$ cat config.mk
export PLATFORM = sky130hd
export DESIGN_NAME = slp_sync_timer
export DESIGN_NICKNAME = d
export VERILOG_FILES = /design/src/rtl/sst_pkg.sv /design/src/rtl/sst_tick_edge.sv /design/src/rtl/sst_wrap_counter.sv /design/src/rtl/sst_comp_calc.sv /design/src/rtl/slp_sync_timer.sv
export SDC_FILE = /design/constraint.sdc
export NUM_CORES = 1
export LEC_CHECK = 0
export ABC_AREA = 1
export BUFFER_PORTS_ARGS = -buffer_cell sky130_fd_sc_hd__buf_4
export CORE_ASPECT_RATIO = 1.1
export CORE_MARGIN = 2
export CORE_UTILIZATION = 60
export DETAILED_ROUTE_END_ITERATION = 10
export GPL_TIMING_DRIVEN = 0
export PLACE_DENSITY_LB_ADDON = 0.15
export SYNTH_ARGS = -nofsm -noshare
export SYNTH_HDL_FRONTEND = slang
export SYNTH_SLANG_ARGS = --single-unit
$ cat constraint.sdc
create_clock -name clk -period 19.3 [get_ports clk]
set_clock_uncertainty 0.1 [all_clocks]
set_input_delay 0.965 -clock clk [delete_from_list [all_inputs] [get_ports clk]]
set_output_delay 0.965 -clock clk [all_outputs]
set_load 0.05 [all_outputs]
$ cat src/rtl/sst_pkg.sv
package sst_pkg;
    typedef enum logic [1:0] {
        ST_IDLE  = 2'd0,
        ST_ARMED = 2'd1,
        ST_LOAD  = 2'd2,
        ST_RUN   = 2'd3
    } sst_state_e;
endpackage

$ cat src/rtl/sst_tick_edge.sv
module sst_tick_edge (
    input  logic clk,
    input  logic rst_n,
    input  logic tick,
    output logic rise
);
    logic tick_d, tick_q;

    always_comb begin
        tick_d = tick;
    end

    always_ff @(posedge clk or negedge rst_n) begin
        if (!rst_n) tick_q <= 1'b0;
        else        tick_q <= tick_d;
    end

    // a rise is a 1 now after a 0 at the previous edge
    assign rise = tick & ~tick_q;
endmodule

$ cat src/rtl/sst_wrap_counter.sv
module sst_wrap_counter #(
    parameter int CNT_W = 16,
    parameter int OVF_W = 20
) (
    input  logic             clk,
    input  logic             rst_n,
    input  logic             inc,
    input  logic             load,
    input  logic [CNT_W-1:0] load_cnt,
    input  logic [OVF_W-1:0] load_ovf,
    input  logic [CNT_W-1:0] period,
    output logic [CNT_W-1:0] cnt,
    output logic [OVF_W-1:0] ovf
);
    typedef struct packed {
        logic [CNT_W-1:0] cnt;
        logic [OVF_W-1:0] ovf;
    } cnt_t;

    cnt_t             d, q;
    logic [CNT_W-1:0] last_val;

    always_comb begin
        // period 0 wraps to all ones, i.e. a full 2^CNT_W period
        last_val = period - CNT_W'(1);
        d = q;
        if (load) begin
            d.cnt = load_cnt;
            d.ovf = load_ovf;
        end else if (inc) begin
            if (q.cnt >= last_val) begin
                d.cnt = '0;
                d.ovf = q.ovf + OVF_W'(1);
            end else begin
                d.cnt = q.cnt + CNT_W'(1);
            end
        end
    end

    always_ff @(posedge clk or negedge rst_n) begin
        if (!rst_n) q <= '0;
        else        q <= d;
    end

    assign cnt = q.cnt;
    assign ovf = q.ovf;
endmodule

$ cat src/rtl/sst_comp_calc.sv
module sst_comp_calc #(
    parameter int CNT_W       = 16,
    parameter int OVF_W       = 20,
    parameter int SLP_W       = 24,
    parameter int OVERHEAD    = 75,
    parameter int RATIO_NUM   = 15625,
    parameter int RATIO_SHIFT = 4
) (
    input  logic             clk,
    input  logic             rst_n,
    input  logic             start,
    input  logic [SLP_W-1:0] now_slp,
    input  logic [SLP_W-1:0] held_slp,
    input  logic [CNT_W-1:0] cur_cnt,
    input  logic [CNT_W-1:0] period,
    output logic [CNT_W-1:0] res_cnt,
    output logic [OVF_W-1:0] res_quo,
    output logic             done
);
    localparam int ND_W   = SLP_W + 1;
    localparam int NUM_W  = $clog2(RATIO_NUM + 1);
    localparam int PROD_W = ND_W + NUM_W;
    localparam int C_W    = PROD_W - RATIO_SHIFT + 2;
    localparam int REM_W  = CNT_W + 1;
    localparam int DIV_W  = CNT_W + 2;
    localparam int IT_W   = $clog2(C_W + 1);
    localparam int HALF   = (RATIO_SHIFT > 0) ? (1 << (RATIO_SHIFT - 1)) : 0;

    typedef struct packed {
        logic [C_W-1:0]   dvd;   // dividend, quotient shifts in from the bottom
        logic [REM_W-1:0] rem;
        logic [DIV_W-1:0] dsr;
        logic [IT_W-1:0]  it;
        logic             busy;
        logic             done;
    } div_t;

    div_t              d, q;
    logic [SLP_W-1:0]  gap;
    logic [ND_W-1:0]   nd;
    logic [PROD_W-1:0] prod;
    logic [C_W-1:0]    c_val;
    logic [DIV_W-1:0]  sh;
    logic              qbit;

    always_comb begin
        gap   = now_slp - held_slp;
        nd    = (gap == '0) ? {1'b1, {SLP_W{1'b0}}} : {1'b0, gap};
        prod  = PROD_W'(nd) * PROD_W'(RATIO_NUM);
        c_val = C_W'((prod + PROD_W'(HALF)) >> RATIO_SHIFT)
              + C_W'(cur_cnt) + C_W'(OVERHEAD);
        sh    = {q.rem, q.dvd[C_W-1]};
        qbit  = 1'b0;
        d     = q;
        if (start) begin
            d.dvd  = c_val;
            d.rem  = '0;
            d.dsr  = (period == '0) ? {1'b0, 1'b1, {CNT_W{1'b0}}} : DIV_W'(period);
            d.it   = IT_W'(C_W);
            d.busy = 1'b1;
            d.done = 1'b0;
        end else if (q.busy) begin
            if (sh >= q.dsr) begin
                d.rem = REM_W'(sh - q.dsr);
                qbit  = 1'b1;
            end else begin
                d.rem = REM_W'(sh);
            end
            d.dvd = {q.dvd[C_W-2:0], qbit};
            d.it  = q.it - IT_W'(1);
            if (q.it == IT_W'(1)) begin
                d.busy = 1'b0;
                d.done = 1'b1;
            end
        end
    end

    always_ff @(posedge clk or negedge rst_n) begin
        if (!rst_n) q <= '0;
        else        q <= d;
    end

    assign res_cnt = q.rem[CNT_W-1:0];
    assign res_quo = q.dvd[OVF_W-1:0];
    assign done    = q.done;
endmodule

$ cat src/rtl/slp_sync_timer.sv
module slp_sync_timer
    import sst_pkg::*;
#(
    parameter int CNT_W       = 16,
    parameter int OVF_W       = 20,
    parameter int SLP_W       = 24,
    parameter int START_LAT   = 75,
    parameter int RATIO_NUM   = 15625,
    parameter int RATIO_SHIFT = 4
) (
    input  logic             clk,
    input  logic             rst_n,
    input  logic             run,
    input  logic             sync,
    input  logic             slow_tick,
    input  logic [SLP_W-1:0] sleep_cnt,
    input  logic [CNT_W-1:0] period,
    output logic [CNT_W-1:0] tmr_cnt,
    output logic [OVF_W-1:0] ovf_cnt,
    output logic             running,
    output logic             start_done
);
    localparam int LAT_W = $clog2(START_LAT + 1);

    typedef struct packed {
        sst_state_e       st;
        logic             stop_pend;
        logic [SLP_W-1:0] held;
        logic [LAT_W-1:0] lat;
        logic             done;
    } ctl_t;

    ctl_t             d, q;
    logic             rise;
    logic             calc_start, calc_done;
    logic             cnt_load, cnt_inc;
    logic [CNT_W-1:0] calc_cnt;
    logic [OVF_W-1:0] calc_quo;

    sst_tick_edge u_edge (
        .clk   (clk),
        .rst_n (rst_n),
        .tick  (slow_tick),
        .rise  (rise)
    );

    sst_comp_calc #(
        .CNT_W       (CNT_W),
        .OVF_W       (OVF_W),
        .SLP_W       (SLP_W),
        .OVERHEAD    (START_LAT),
        .RATIO_NUM   (RATIO_NUM),
        .RATIO_SHIFT (RATIO_SHIFT)
    ) u_calc (
        .clk      (clk),
        .rst_n    (rst_n),
        .start    (calc_start),
        .now_slp  (sleep_cnt),
        .held_slp (q.held),
        .cur_cnt  (tmr_cnt),
        .period   (period),
        .res_cnt  (calc_cnt),
        .res_quo  (calc_quo),
        .done     (calc_done)
    );

    sst_wrap_counter #(
        .CNT_W (CNT_W),
        .OVF_W (OVF_W)
    ) u_cnt (
        .clk      (clk),
        .rst_n    (rst_n),
        .inc      (cnt_inc),
        .load     (cnt_load),
        .load_cnt (calc_cnt),
        .load_ovf (calc_quo + ovf_cnt),
        .period   (period),
        .cnt      (tmr_cnt),
        .ovf      (ovf_cnt)
    );

    always_comb begin
        d          = q;
        d.done     = 1'b0;
        calc_start = 1'b0;
        cnt_load   = 1'b0;
        cnt_inc    = (q.st == ST_RUN);
        case (q.st)
            ST_IDLE: begin
                if (run) d.st = sync ? ST_ARMED : ST_RUN;
            end
            ST_ARMED: begin
                if (!run) begin
                    d.st = ST_IDLE;
                end else if (rise) begin
                    d.st       = ST_LOAD;
                    d.lat      = LAT_W'(1);
                    calc_start = 1'b1;
                end
            end
            ST_LOAD: begin
                d.lat = q.lat + LAT_W'(1);
                if (q.lat >= LAT_W'(START_LAT - 1) && calc_done) begin
                    cnt_load    = 1'b1;
                    d.st        = ST_RUN;
                    d.done      = 1'b1;
                    d.stop_pend = 1'b0;
                end
            end
            ST_RUN: begin
                if (run) begin
                    d.stop_pend = 1'b0;
                end else if (!sync) begin
                    d.st        = ST_IDLE;
                    d.stop_pend = 1'b0;
                end else if (rise) begin
                    d.st        = ST_IDLE;
                    d.held      = sleep_cnt;
                    d.stop_pend = 1'b0;
                end else begin
                    d.stop_pend = 1'b1;
                end
            end
            default: d.st = ST_IDLE;
        endcase
    end

    always_ff @(posedge clk or negedge rst_n) begin
        if (!rst_n) q <= '{st: ST_IDLE, default: '0};
        else        q <= d;
    end

    assign running    = (q.st == ST_RUN);
    assign start_done = q.done;
endmodule

Word-level counts from Yosys, hierarchy flattened. Cells that the tools add are included.

Eq/ne operators: 11. Order comparisons: 3. Add/subtract/negate cells: 11. Bitwise logic cells: 3. Reduce and logical (&&, ||, !) cells: 14. Mux-type cells: 31. $mul: 1.

Operator list (number): $mux W54 (2); $mux W36 (2); $add A39 B4 Y39 const B (1); $mul A25 B14 Y39 const B (1); $add A37 B7 Y37 const B (1); $add A35 B16 Y36 (1); $mux W17 (2); $mux W25 (1); $logic_not A24 Y1 (1); $sub A24 B24 Y24 (1); $add A20 B1 Y20 const B (1); $add A20 B20 Y20 (1); $mux W20 (1); $ge A18 B17 Y1 (1); $sub A17 B17 Y17 (1); $add A16 B1 Y16 const B (1); $ge A16 B16 Y1 (1); $logic_not A16 Y1 (1); $mux W16 (1); $mux W8 (2); $sub A16 B1 Y16 const B (1); $mux W2 (7); $mux W7 (2); $pmux W7 S2 (1); 21 further kinds (39).

Word-level logic and storage cells: 87. Register bits: 150. Bits of input ports: 45. Output and inout port bits: 38.

Longest topological paths before layout. Gate-level depths: netlist of the first run.

Depth after elaboration: 8. Depth in mapped cells: 51. Gate-level depth less buffers: 50.

Hierarchy. A second synthesis of the first run with hierarchy kept.

Cells, all modules: 2873. Area, all modules: 20071.8 sq um.

By module, submodules not included: sst_comp_calc (cells an instance 2017, area each 14117.3 sq um, sequential area each 1976.9 sq um, times used 1); sst_wrap_counter (cells an instance 486, area each 3184.3 sq um, sequential area each 900.9 sq um, times used 1); slp_sync_timer (cells an instance 367, area each 2735.1 sq um, sequential area each 850.8 sq um, times used 1); sst_tick_edge (cells an instance 3, area each 35.0 sq um, sequential area each 25.0 sq um, times used 1).

Least setup slack after synthesis of the first run. Ideal clock, no wire load.

Path type: input to register. From: input sleep_cnt[0]. To: register u_calc.q[72] (netlist bit). Library setup time: 116 ps. Slack: 10856 ps. Stages: 49. Arrival: 8227 ps. Buffers on the path: 1. Data required time: 19084 ps. Path through: inv_1 -> ha_1 -> fa_1 -> nand3b_1 -> nand2_1 -> a21oi_1 -> xnor2_1 -> nand2_1 -> nand2_1 -> inv_1 -> ha_1 -> fa_1 -> fa_1 -> fa_1 -> ha_1 -> inv_1 -> fa_1 -> inv_1 -> (+13 left out) -> inv_1 -> nor3_1 -> nand2_1 -> nand2b_1 -> buf_4 -> inv_1 -> nor2_2 -> nand2_1 -> nand2_1 -> nand2_2 -> nor2_4 -> nand2_1 -> nor2_2 -> nand2_1 -> o21ai_1 -> nand2_1 -> nand2_1 -> nand2_1.

Longest elaborated chain between the ends: 8.

Ends and longest elaborated chain: start: declaration (RTL line slp_sync_timer.sv:16) `input logic [SLP_W-1:0] sleep_cnt,`; $sub A24 B24 Y24 (*) (RTL line sst_comp_calc.sv:47) `gap = now_slp - held_slp;`; $logic_not A24 Y1 (RTL line sst_comp_calc.sv:48) `nd = (gap == '0) ? {1'b1, {SLP_W{1'b0}}} : {1'b0, gap};`; $mux W25 (*) (RTL line sst_comp_calc.sv:48); $mul A25 B14 Y39 (*) (RTL line sst_comp_calc.sv:49) `prod = PROD_W'(nd) * PROD_W'(RATIO_NUM);`; $add A39 B4 Y39 (*) (RTL line sst_comp_calc.sv:50) `c_val = C_W'((prod + PROD_W'(HALF)) >> RATIO_SHIFT)`; $add A35 B16 Y36 (*) (RTL line sst_comp_calc.sv:51) `+ C_W'(cur_cnt) + C_W'(OVERHEAD);`; $add A37 B7 Y37 (*) (RTL line sst_comp_calc.sv:51); $mux W54 (*) (RTL line sst_comp_calc.sv:55) `if (start) begin`; end signal: assignment (RTL line sst_comp_calc.sv:79) `if (!rst_n) q <= '0;`; end signal: assignment (RTL line sst_comp_calc.sv:80) `else q <= d;`; end: declaration (RTL line sst_comp_calc.sv:38) `div_t d, q;`.

Every way passes the cells marked *; elsewhere a longest branch is shown, timed or not. A chain may end at the register's enable or synchronous reset.

Worst setup path in the final report of the first run.
From: input sleep_cnt[2]. To: register u_calc.q[67] (netlist bit).

The elaborated chain is that of the path after synthesis.

==> results.tsv, run 1 <==
stage	metric	value	unit
outcome	status	finished, final reports clean	
route	initial drt markers	1248	
clock_network	CTS tree	yes	
cells_and_area	final std cells w/o fill	3318	
job	Max-cap violations	0	
logic_synthesis	Synth Net Count	3149	
logic_synthesis	Post-synth EDFFs	0	
logic_synthesis	FF+latch count, synth	150	
cells_and_area	Layout Nets	3251	
setup_path	Crit path depth	39	
timing	final setup violation count	0	
timing	PnR worst setup slack	9588	ps
floorplan	total die area	33990	um^2
setup_path	critical path fanouts, max	6	
global_routing	total grt overflow	0	
logic_synthesis	leading register cell type out of synthesis	dfrtp_1	
route	drt first pass iters	6	
placed_design	GPL Wtd Cong	0.9525	
setup_path	Worst path max stage delay	710	ps
cells_and_area	commonest non-fill, non-tap cells in the layout	687 x nand2_1, 487 x inv_1, 227 x ha_1	
timing	Slew @ Worst Pin	1265	ps
floorplan	# IOs	83	
timing	max-slew violations	0	
placed_design	Setup Slack @ Placement	9253	ps
setup_path	slowest cell on the critical path	xor2_1	
clock_network	H-tree depth	4	
clock_network	total CTS buffers	17	
global_routing	first-pass GRT wire length	87690	um
min_path	class of the worst hold path	input pin to asynchronous set/reset pin	
clock_network	Clock Sinks	150	
clock_network	clk_lat worst skew	460	ps
logic_synthesis	Synth async-reset ratio	100.0	%
route	vias per cell	5.505	
logic_synthesis	Seq/Total Area, Yosys	19.23	%
timing	Period minus WS final	9712	ps
placed_design	HPWL after DPL	44970	um
clock_network	post-CTS sizing	0	
route	average wire per standard cell	16.22	um
setup_path	Critical Path RT	19510	ps
timing	Final Hold Violating Endpoints	0	
setup_path	top cell family by delay on the critical path	adder cells	
cells_and_area	most common cell after layout, fill and taps aside	nand2_1	
global_routing	GRT Util Overall	32.38	%
clock_network	hold_buf cts	0	
global_routing	vias in the first global route	18250	
route	Post-Route WL	53830	um
clock_network	postcts setup bufs	0	
setup_path	arrival time worst endpoint	9920	ps
route	Final ANT Viol Nets	0	
cells_and_area	Ant. Diodes	0	
floorplan	Placeable Area	32200	um^2
logic_synthesis	Cell variety after synth	64	
clock_network	CTS root buf	clkbuf_16	
setup_path	path depth of the worst reg2reg path	39	
floorplan	die width	176.0	um
floorplan	FP Rows	69	
logic_synthesis	Ys Warns	0	
timing	Setup TNS Final	0	ps
setup_path	nature of the critical path endpoint	flop	
setup_path	WP buf/inv	5	
setup_path	crit-path most repeated cell	nand2_1	
timing	crit share post-route	50.32	%
route	number of remaining DRC errors	0	
cells_and_area	area grow syn2layout	9.070	%
setup_path	WS Path Type	input pin to flop	
placed_design	DP Cell Count	3286	
clock_network	Worst-path clk slew	60	ps
route	via count	18270	
timing	fmax	103.0	MHz
logic_synthesis	syn_area_per_cell	7.029	um^2
cells_and_area	Layout Utilization	66.11	%
floorplan	Starting Density	60.62	%
timing	RSZ-0062 raised after global routing	false	
global_routing	initial antenna violation count	0	
logic_synthesis	Syn Std Cell Area	19520	um^2
cells_and_area	share of cells above drive strength 1	9.232	%
clock_network	Clock Path Buffers	2	
placed_design	Port Buf Inserts	82	
global_routing	pin count of the biggest net entering global routing	96	
timing	relative slew slack	15.37	%
logic_synthesis	Mapped Cells	2777	
setup_path	startpoint types	input pin	
floorplan	Die Ht	193.2	um
==> registers in the layout, summed over array words and instances, names as in the netlist <==
signal          count
u_calc.res_cnt     16
u_calc.q           42
u_cnt.ovf          20
u_edge.tick_q       1
q                  33
u_calc.done         1
start_done          1
u_calc.res_quo     20
u_cnt.cnt          16
==> worst paths after layout <==
path,start,end,slack (ps)
hold reg to reg,u_cnt.ovf[19]$_DFFE_PN0P_,u_cnt.ovf[19]$_DFFE_PN0P_,370
setup / recovery,sleep_cnt[2],u_calc.q[67]$_DFFE_PN0P_,9590
min in group clk,u_cnt.ovf[19]$_DFFE_PN0P_,u_cnt.ovf[19]$_DFFE_PN0P_,370
hold / removal,rst_n,u_calc.res_cnt[9]$_DFFE_PN0P_,370
setup reg to reg,q[10]$_DFFE_PN0P_,u_calc.q[67]$_DFFE_PN0P_,9850
max in group asynchronous,rst_n,q[31]$_DFFE_PN0P_,17800
==> per-layer routing <==
metal | part of all wire (%) | GRT usage (%) | wire length (um) | vias up
li1 | - | - | - | 9119
met1 | 41 | 38.13 | 22190 | 8520
met2 | 50 | 59.04 | 27000 | 475
met3 | 3.7 | 3.216 | 2004 | 151
met4 | 4.9 | 16.21 | 2639 | 0
met5 | 0 | 0 | 0 | -
==> cell usage after synthesis, drive strengths merged (2+ instances only) <==
master / count / area, um^2
o22ai: 20 / 125.1
nor2: 265 / 1201
a31oi: 7 / 43.79
o311ai: 4 / 35.03
and3: 2 / 12.51
clkbuf: 31 / 116.4
nand4: 44 / 275.3
clkinv: 2 / 7.510
and2: 5 / 31.28
a21oi: 146 / 734.5
o21ai: 119 / 595.6
nand3: 164 / 910.9
o221ai: 36 / 315.3
a21boi: 6 / 45.04
xor2: 70 / 646.9
a21o: 3 / 22.52
or2: 7 / 43.80
fa: 100 / 2002
a31o: 2 / 17.52
o211ai: 11 / 82.58
o31ai: 5 / 37.54
dfrtp: 150 / 3754
buf: 4 / 23.76
nand3b: 11 / 98.84
nor4: 6 / 37.54
nor3: 25 / 130.1
xnor2: 27 / 236.5
inv: 513 / 1926
nand2: 737 / 2950
o21a: 3 / 22.52
o21bai: 14 / 105.1
ha: 227 / 2840
==> metrics by stage <==
| stage | area (um^2) | hold slack, ps |
|---|---|---|
| 2_1_floorplan | 19520 | 343.4 |
| 3_3_place_gp | 20670 | 359.0 |
| 3_5_place_dp | 20700 | 358.3 |
| 4_1_cts | 21290 | 370.9 |
| 5_1_grt | 21290 | 407.5 |
| 6_report | 21290 | 366.9 |
==> layout make-up <==
class,count,area (um^2)
Timing Repair Buffer,83,646.9
Clock inverter,13,147.6
Clock buffer,19,442.9
Multi-Input combinational cell,2077,13690
Inverter,515,1933
Sequential cell,150,3754
Tap cell,426,533.0
Buffer,35,140.1
Fill cell,2906,10910
==> cells by family after synthesis <==
kind of cell               after synthesis  synth area share, %
other                                    1              0.01921
AOI/OAI and AO/OA                      383                11.49
DFF                                    150                19.23
muxes                                    1              0.05768
and+or+nand+nor                       1268                29.25
adders and majority gates              327                24.81
buffers and inverters                  550                10.62
xor gates and xnor gates                97                4.525
==> worst reg2reg max path: cells and delay by family (launching register included) <==
kind / cells / cell delay, ps
adders and majority gates: 9 / 3690
AOI/OAI and AO/OA: 6 / 1020
DFF: 1 / 330
xor gates and xnor gates: 3 / 1250
buffers and inverters: 5 / 510
and+or+nand+nor: 16 / 2410
Power of run 1 is not shown: default switching activity piles up to over one toggle a cycle in this logic, so the estimate is an artifact.
==> run 2: changes to the inputs <==
- clock period: 19.3 -> 9.74 ns (I/O delays scaled with it)
==> run 2 against run 1 <==
Against the previous run:
- critical endpoint unchanged
- die area unchanged
- worst hold slack got worse by 320 ps
- flip-flop and latch count unchanged
- highest routed layer unchanged
- design area increased by 0.26%
- register-to-register slack got worse by 9200 ps
==> results.tsv, run 2 (synthesis results as in run 1) <==
stage	metric	value	unit	change
setup_path	slowest cell on the critical path	fa_1		was xor2_1
route	vias per cell	5.517		was 5.505
timing	crit share post-route	93.51	%	
setup_path	nature of the critical path endpoint	flop		unchanged
setup_path	Worst path max stage delay	600	ps	was 710 ps
cells_and_area	Largest register FFs	42		unchanged
route	initial drt markers	1243		was 1,248
cells_and_area	Layout Utilization	66.29	%	was 66.11%
clock_network	CTS root buf	clkbuf_16		unchanged
min_path	class of the worst hold path	input pin to flop		was input pin to asynchronous set/reset pin
clock_network	Clock Sinks	150		unchanged
timing	Final Hold Violating Endpoints	0		unchanged
timing	RSZ-0062 raised after global routing	false		unchanged
timing	max-slew violations	0		unchanged
cells_and_area	multi-input logic area	13730	um^2	was 13,690 um^2
floorplan	die width	176.0	um	unchanged
floorplan	Die Ht	193.2	um	unchanged
route	number of remaining DRC errors	0		unchanged
floorplan	Placeable Area	32200	um^2	unchanged
global_routing	vias in the first global route	18250		unchanged
floorplan	Starting Density	60.62	%	unchanged
floorplan	FP Rows	69		unchanged
cells_and_area	commonest non-fill, non-tap cells in the layout	687 x nand2_1, 486 x inv_1, 227 x ha_1		was 687 x nand2_1, 487 x inv_1, 227 x ha_1
route	drt first pass iters	8		was 6
setup_path	R2R setup slack	630	ps	was 9850 ps
setup_path	arrival time worst endpoint	9320	ps	was 9920 ps
timing	relative slew slack	14.93	%	was 15.37%
cells_and_area	most common cell after layout, fill and taps aside	nand2_1		unchanged
clock_network	clk_lat worst skew	460	ps	about the same
placed_design	Setup Slack @ Placement	171.0	ps	was 9253 ps
timing	Period minus WS final	9108	ps	
setup_path	Critical Path RT	9950	ps	was 19,510 ps
timing	Setup TNS Final	0	ps	unchanged
setup_path	WS Path Type	flop to flop		was input pin to flop
timing	final setup violation count	0		unchanged
cells_and_area	Ant. Diodes	0		unchanged
timing	Slew @ Worst Pin	1272	ps	was 1265 ps
clock_network	Clock Path Buffers	2		unchanged
placed_design	Port Buf Inserts	82		unchanged
global_routing	total grt overflow	0		unchanged
cells_and_area	area grow syn2layout	9.352	%	was 9.070%
global_routing	first-pass GRT wire length	87690	um	unchanged
clock_network	Worst-path clk slew	60	ps	about the same
placed_design	HPWL after DPL	44970	um	unchanged
route	average wire per standard cell	16.22	um	about the same
route	Post-Route WL	53870	um	was 53,830 um
timing	PnR worst setup slack	632.0	ps	was 9588 ps
cells_and_area	Layout Nets	3253		was 3,251
outcome	status	finished, final reports clean		unchanged
global_routing	initial antenna violation count	0		unchanged
route	Final ANT Viol Nets	0		unchanged
setup_path	top cell family by delay on the critical path	adder cells		unchanged
setup_path	WP buf/inv	5		unchanged
cells_and_area	FILL cells	2893		was 2,906
setup_path	startpoint types	flop		was input pin
cells_and_area	share of cells above drive strength 1	9.468	%	was 9.232%
job	Max-cap violations	0		unchanged
setup_path	critical path fanouts, max	6		unchanged
cells_and_area	Regs by FF count	u_calc.q: 42 flops, q: 33 flops		unchanged
setup_path	crit-path most repeated cell	nand2_1		unchanged
cells_and_area	FF/Latch Area	3754	um^2	unchanged
placed_design	GPL Wtd Cong	0.9525		unchanged
floorplan	# IOs	83		unchanged
clock_network	H-tree depth	4		unchanged
global_routing	GRT Util Overall	32.38	%	unchanged
floorplan	total die area	33990	um^2	unchanged
clock_network	CTS tree	yes		unchanged
clock_network	total CTS buffers	17		unchanged
route	via count	18320		was 18.27k
global_routing	pin count of the biggest net entering global routing	96		unchanged
timing	fmax	109.8	MHz	
cells_and_area	Reg with most FFs	u_calc.q		unchanged
-- run 2: per-stage QoR --
step / hold slack, ps / cell area (um^2) / cells
2_1_floorplan: 91.41 / 19520 / 2777
3_3_place_gp: 359.0 / 20670 / 3285
5_1_grt: 44.47 / 21350 / 3320
3_5_place_dp: 358.3 / 20700 / 3286
4_1_cts: 41.94 / 21300 / 3319
6_report: 47.80 / 21350 / 3320
-- run 2: worst paths after layout --
kind / to / cells past startpoint / from
worst min register to register: u_cnt.ovf[19]$_DFFE_PN0P_ / 1 / u_cnt.ovf[19]$_DFFE_PN0P_
worst max-delay path: u_calc.q[67]$_DFFE_PN0P_ / 39 / q[10]$_DFFE_PN0P_
worst max register to register: u_calc.q[67]$_DFFE_PN0P_ / 39 / q[10]$_DFFE_PN0P_
min in group asynchronous: u_calc.q[21]$_DFFE_PN0P_ / 2 / rst_n
worst min-delay path: u_edge.tick_q$_DFF_PN0_ / 1 / slow_tick
max in group asynchronous: q[31]$_DFFE_PN0P_ / 3 / rst_n
-- run 2: repair_timing --
item                                   4_1_cts  5_1_grt
hold buffers                                 1        0
setup buffers                                0        1
resized for setup                            0        6
setup endpoints to repair                    0        8
endpoints found under the hold margin       55        0
-- run 2: cell type report --
cell class              instances  share of cell area, %
plain buffers                  35                 0.6565
clock buffers                  19                  2.075
clock inverters                13                 0.6917
inverters                     515                  9.056
multi-input cells            2077                  64.33
flip-flops and latches        150                  17.58
well taps                     426                  2.497
repair buffers                 85                  3.113
-- run 2: worst register-to-register path: cells and delay by family (launching register included) --
| kind | cells | cell delay, ps |
|---|---|---|
| AO/OA/AOI/OAI | 6 | 1020 |
| XOR/XNOR | 3 | 1000 |
| adder cells (fa/ha/maj) | 9 | 3610 |
| buffers and inverters | 5 | 480 |
| flip-flops | 1 | 370 |
| AND/OR/NAND/NOR | 16 | 2410 |
-- run 2: per-layer routing --
layer | global-route usage (%) | wire length [um]
met5 | 0 | 0
met1 | 38.13 | 22280
met3 | 3.216 | 2000
met2 | 59.04 | 26950
met4 | 16.21 | 2633
Power of run 2 is left out for the same reason.
==> run 3: changes to the inputs <==
- PLACE_DENSITY: unset -> 0.84
- PLACE_DENSITY_LB_ADDON: 0.15 -> unset
- RECOVER_POWER: unset -> 50
==> run 3 against run 2 <==
Against the previous run:
- die area is the same
- worst setup slack got worse by 100 ps
- critical endpoint unchanged
- critical path depth increased by 2
- global-route usage rose by 0.15 points
- register-to-register slack got worse by 100 ps
- cell count is essentially flat
- the run now ends with max-capacitance violations, max-slew violations left
- worst hold slack gained 27 ps
- via count increased by 2.6%
==> results.tsv, run 3 (synthesis results as in run 1) <==
stage	metric	value	unit	change
clock_network	Worst-path clk slew	70	ps	was 60 ps
clock_network	Clock Sinks	150		unchanged
clock_network	Clock Path Buffers	2		unchanged
placed_design	GPL Wtd Cong	0.9691		was 0.9525
route	initial drt markers	1329		was 1,243
global_routing	GRT Util Overall	32.52	%	was 32.38%
timing	max-slew violations	153		was 0
placed_design	Port Buf Inserts	82		unchanged
cells_and_area	commonest non-fill, non-tap cells in the layout	687 x nand2_1, 486 x inv_1, 227 x ha_1		unchanged
cells_and_area	Regs by FF count	u_calc.q: 42 flops, q: 33 flops		unchanged
route	Post-Route WL	54600	um	was 53,870 um
global_routing	initial antenna violation count	0		unchanged
route	number of remaining DRC errors	0		unchanged
outcome	failing checks	max-capacitance violations, max-slew violations		
global_routing	pin count of the biggest net entering global routing	89		was 96
cells_and_area	most common cell after layout, fill and taps aside	nand2_1		unchanged
placed_design	HPWL after DPL	44860	um	was 44,970 um
setup_path	R2R setup slack	530	ps	was 630 ps
clock_network	total CTS buffers	17		unchanged
cells_and_area	Layout Nets	3252		was 3,253
clock_network	clk_lat worst skew	470	ps	was 460 ps
route	vias per cell	5.665		was 5.517
setup_path	startpoint types	flop		unchanged
timing	fmax	108.6	MHz	was 109.8 MHz
timing	crit share post-route	94.53	%	was 93.51%
timing	RSZ-0062 raised after global routing	false		unchanged
floorplan	Placeable Area	32200	um^2	unchanged
setup_path	Critical Path RT	9960	ps	was 9950 ps
cells_and_area	share of cells above drive strength 1	8.745	%	was 9.468%
route	average wire per standard cell	16.45	um	was 16.22 um
timing	relative slew slack	-224.7	%	was 14.93%
global_routing	first-pass GRT wire length	88490	um	was 87,690 um
floorplan	Die Ht	193.2	um	unchanged
job	Max-cap violations	2		was 0
clock_network	CTS root buf	clkbuf_16		unchanged
timing	Slew @ Worst Pin	4870	ps	was 1272 ps
clock_network	CTS tree	yes		unchanged
timing	Setup TNS Final	0	ps	unchanged
cells_and_area	Ant. Diodes	0		unchanged
setup_path	arrival time worst endpoint	9430	ps	was 9320 ps
global_routing	vias in the first global route	18740		was 18.25k
setup_path	crit-path most repeated cell	nand2_1		unchanged
setup_path	Worst path max stage delay	590	ps	was 600 ps
timing	Final Hold Violating Endpoints	0		unchanged
route	drt first pass iters	5		was 8
cells_and_area	area grow syn2layout	8.641	%	was 9.352%
setup_path	critical path fanouts, max	6		unchanged
global_routing	total grt overflow	0		unchanged
floorplan	die width	176.0	um	unchanged
clock_network	H-tree depth	4		unchanged
cells_and_area	Reg with most FFs	u_calc.q		unchanged
setup_path	slowest cell on the critical path	fa_1		unchanged
outcome	status	finished with violations		was finished, final reports clean
timing	Period minus WS final	9208	ps	was 9108 ps
route	Final ANT Viol Nets	0		unchanged
floorplan	FP Rows	69		unchanged
setup_path	WS Path Type	flop to flop		unchanged
floorplan	# IOs	83		unchanged
route	via count	18800		was 18.32k
setup_path	nature of the critical path endpoint	flop		unchanged
cells_and_area	Largest register FFs	42		unchanged
floorplan	Starting Density	60.62	%	unchanged
floorplan	total die area	33990	um^2	unchanged
timing	final setup violation count	0		unchanged
min_path	class of the worst hold path	input pin to flop		unchanged
## run 3: cell count changes in the layout (fill, tap and decap cells not counted), sizes merged
cell	previous run	this run
clkinv	6	8
clkinvlp	4	1
inv	516	521
buf	88	62
bufinv	2	0
clkbuf	50	73
## run 3: stage by stage
step                setup slack [ps]  cell area (um^2)  hold WS (ps)  utilization [%]  instances
finish                         532.3             21210         74.42            65.85       3319
floorplan                       1774             19520         91.41                -       2777
CTS                            384.9             21270         33.11            66.05       3319
global route                   30.56             21210         66.09            65.85       3319
detailed placement             189.0             20700         357.1            64.28       3286
global placement               235.6             20670         358.2            64.18       3285
## run 3: per-layer routing
metal / global-route usage (%) / vias up / wire length [um]
li1: - / 9123 / -
met1: 36.95 / 8919 / 21800
met2: 59.54 / 588 / 27610
met3: 3.961 / 172 / 2392
met4: 18.05 / 0 / 2794
met5: 0 / - / 0
## run 3: final timing paths
kind                            depth (start not counted)                 startpoint                             to
worst max-delay path                                   41          q[10]$_DFFE_PN0P_       u_calc.q[67]$_DFFE_PN0P_
worst min-delay path                                    1                  slow_tick        u_edge.tick_q$_DFF_PN0_
worst max register to register                         41          q[10]$_DFFE_PN0P_       u_calc.q[67]$_DFFE_PN0P_
worst min register to register                          1  u_cnt.ovf[19]$_DFFE_PN0P_      u_cnt.ovf[19]$_DFFE_PN0P_
max in group asynchronous                               3                      rst_n              q[10]$_DFFE_PN0P_
min in group asynchronous                               2                      rst_n  u_calc.res_cnt[7]$_DFFE_PN0P_
## run 3: area by class of cell
type / count / area [um^2]
Buffer: 35 / 140.1
Sequential cell: 150 / 3754
Multi-Input combinational cell: 2077 / 13740
Clock inverter: 15 / 135.1
Timing Repair Buffer: 84 / 543.0
Clock buffer: 17 / 425.4
Fill cell: 2828 / 11000
Tap cell: 426 / 533.0
Inverter: 515 / 1933
## run 3: critical path, delay by kind of cell, from the launching register on
family / cells / cell delay (ps)
adders and majority gates: 9 / 3700
DFF: 1 / 320
buffers and inverters: 7 / 620
and+or+nand+nor: 16 / 2220
xor gates and xnor gates: 3 / 1010
AOI/OAI and AO/OA: 6 / 1100
## run 3: repair_timing
action                     in CTS  in global routing
buffers inserted                0                  0
hold buffers                    1                  0
hold endpoints to repair       62                  0
setup endpoints to repair       0                 12
gates resized for setup         0                  9
Power of run 3 is left out for the same reason.
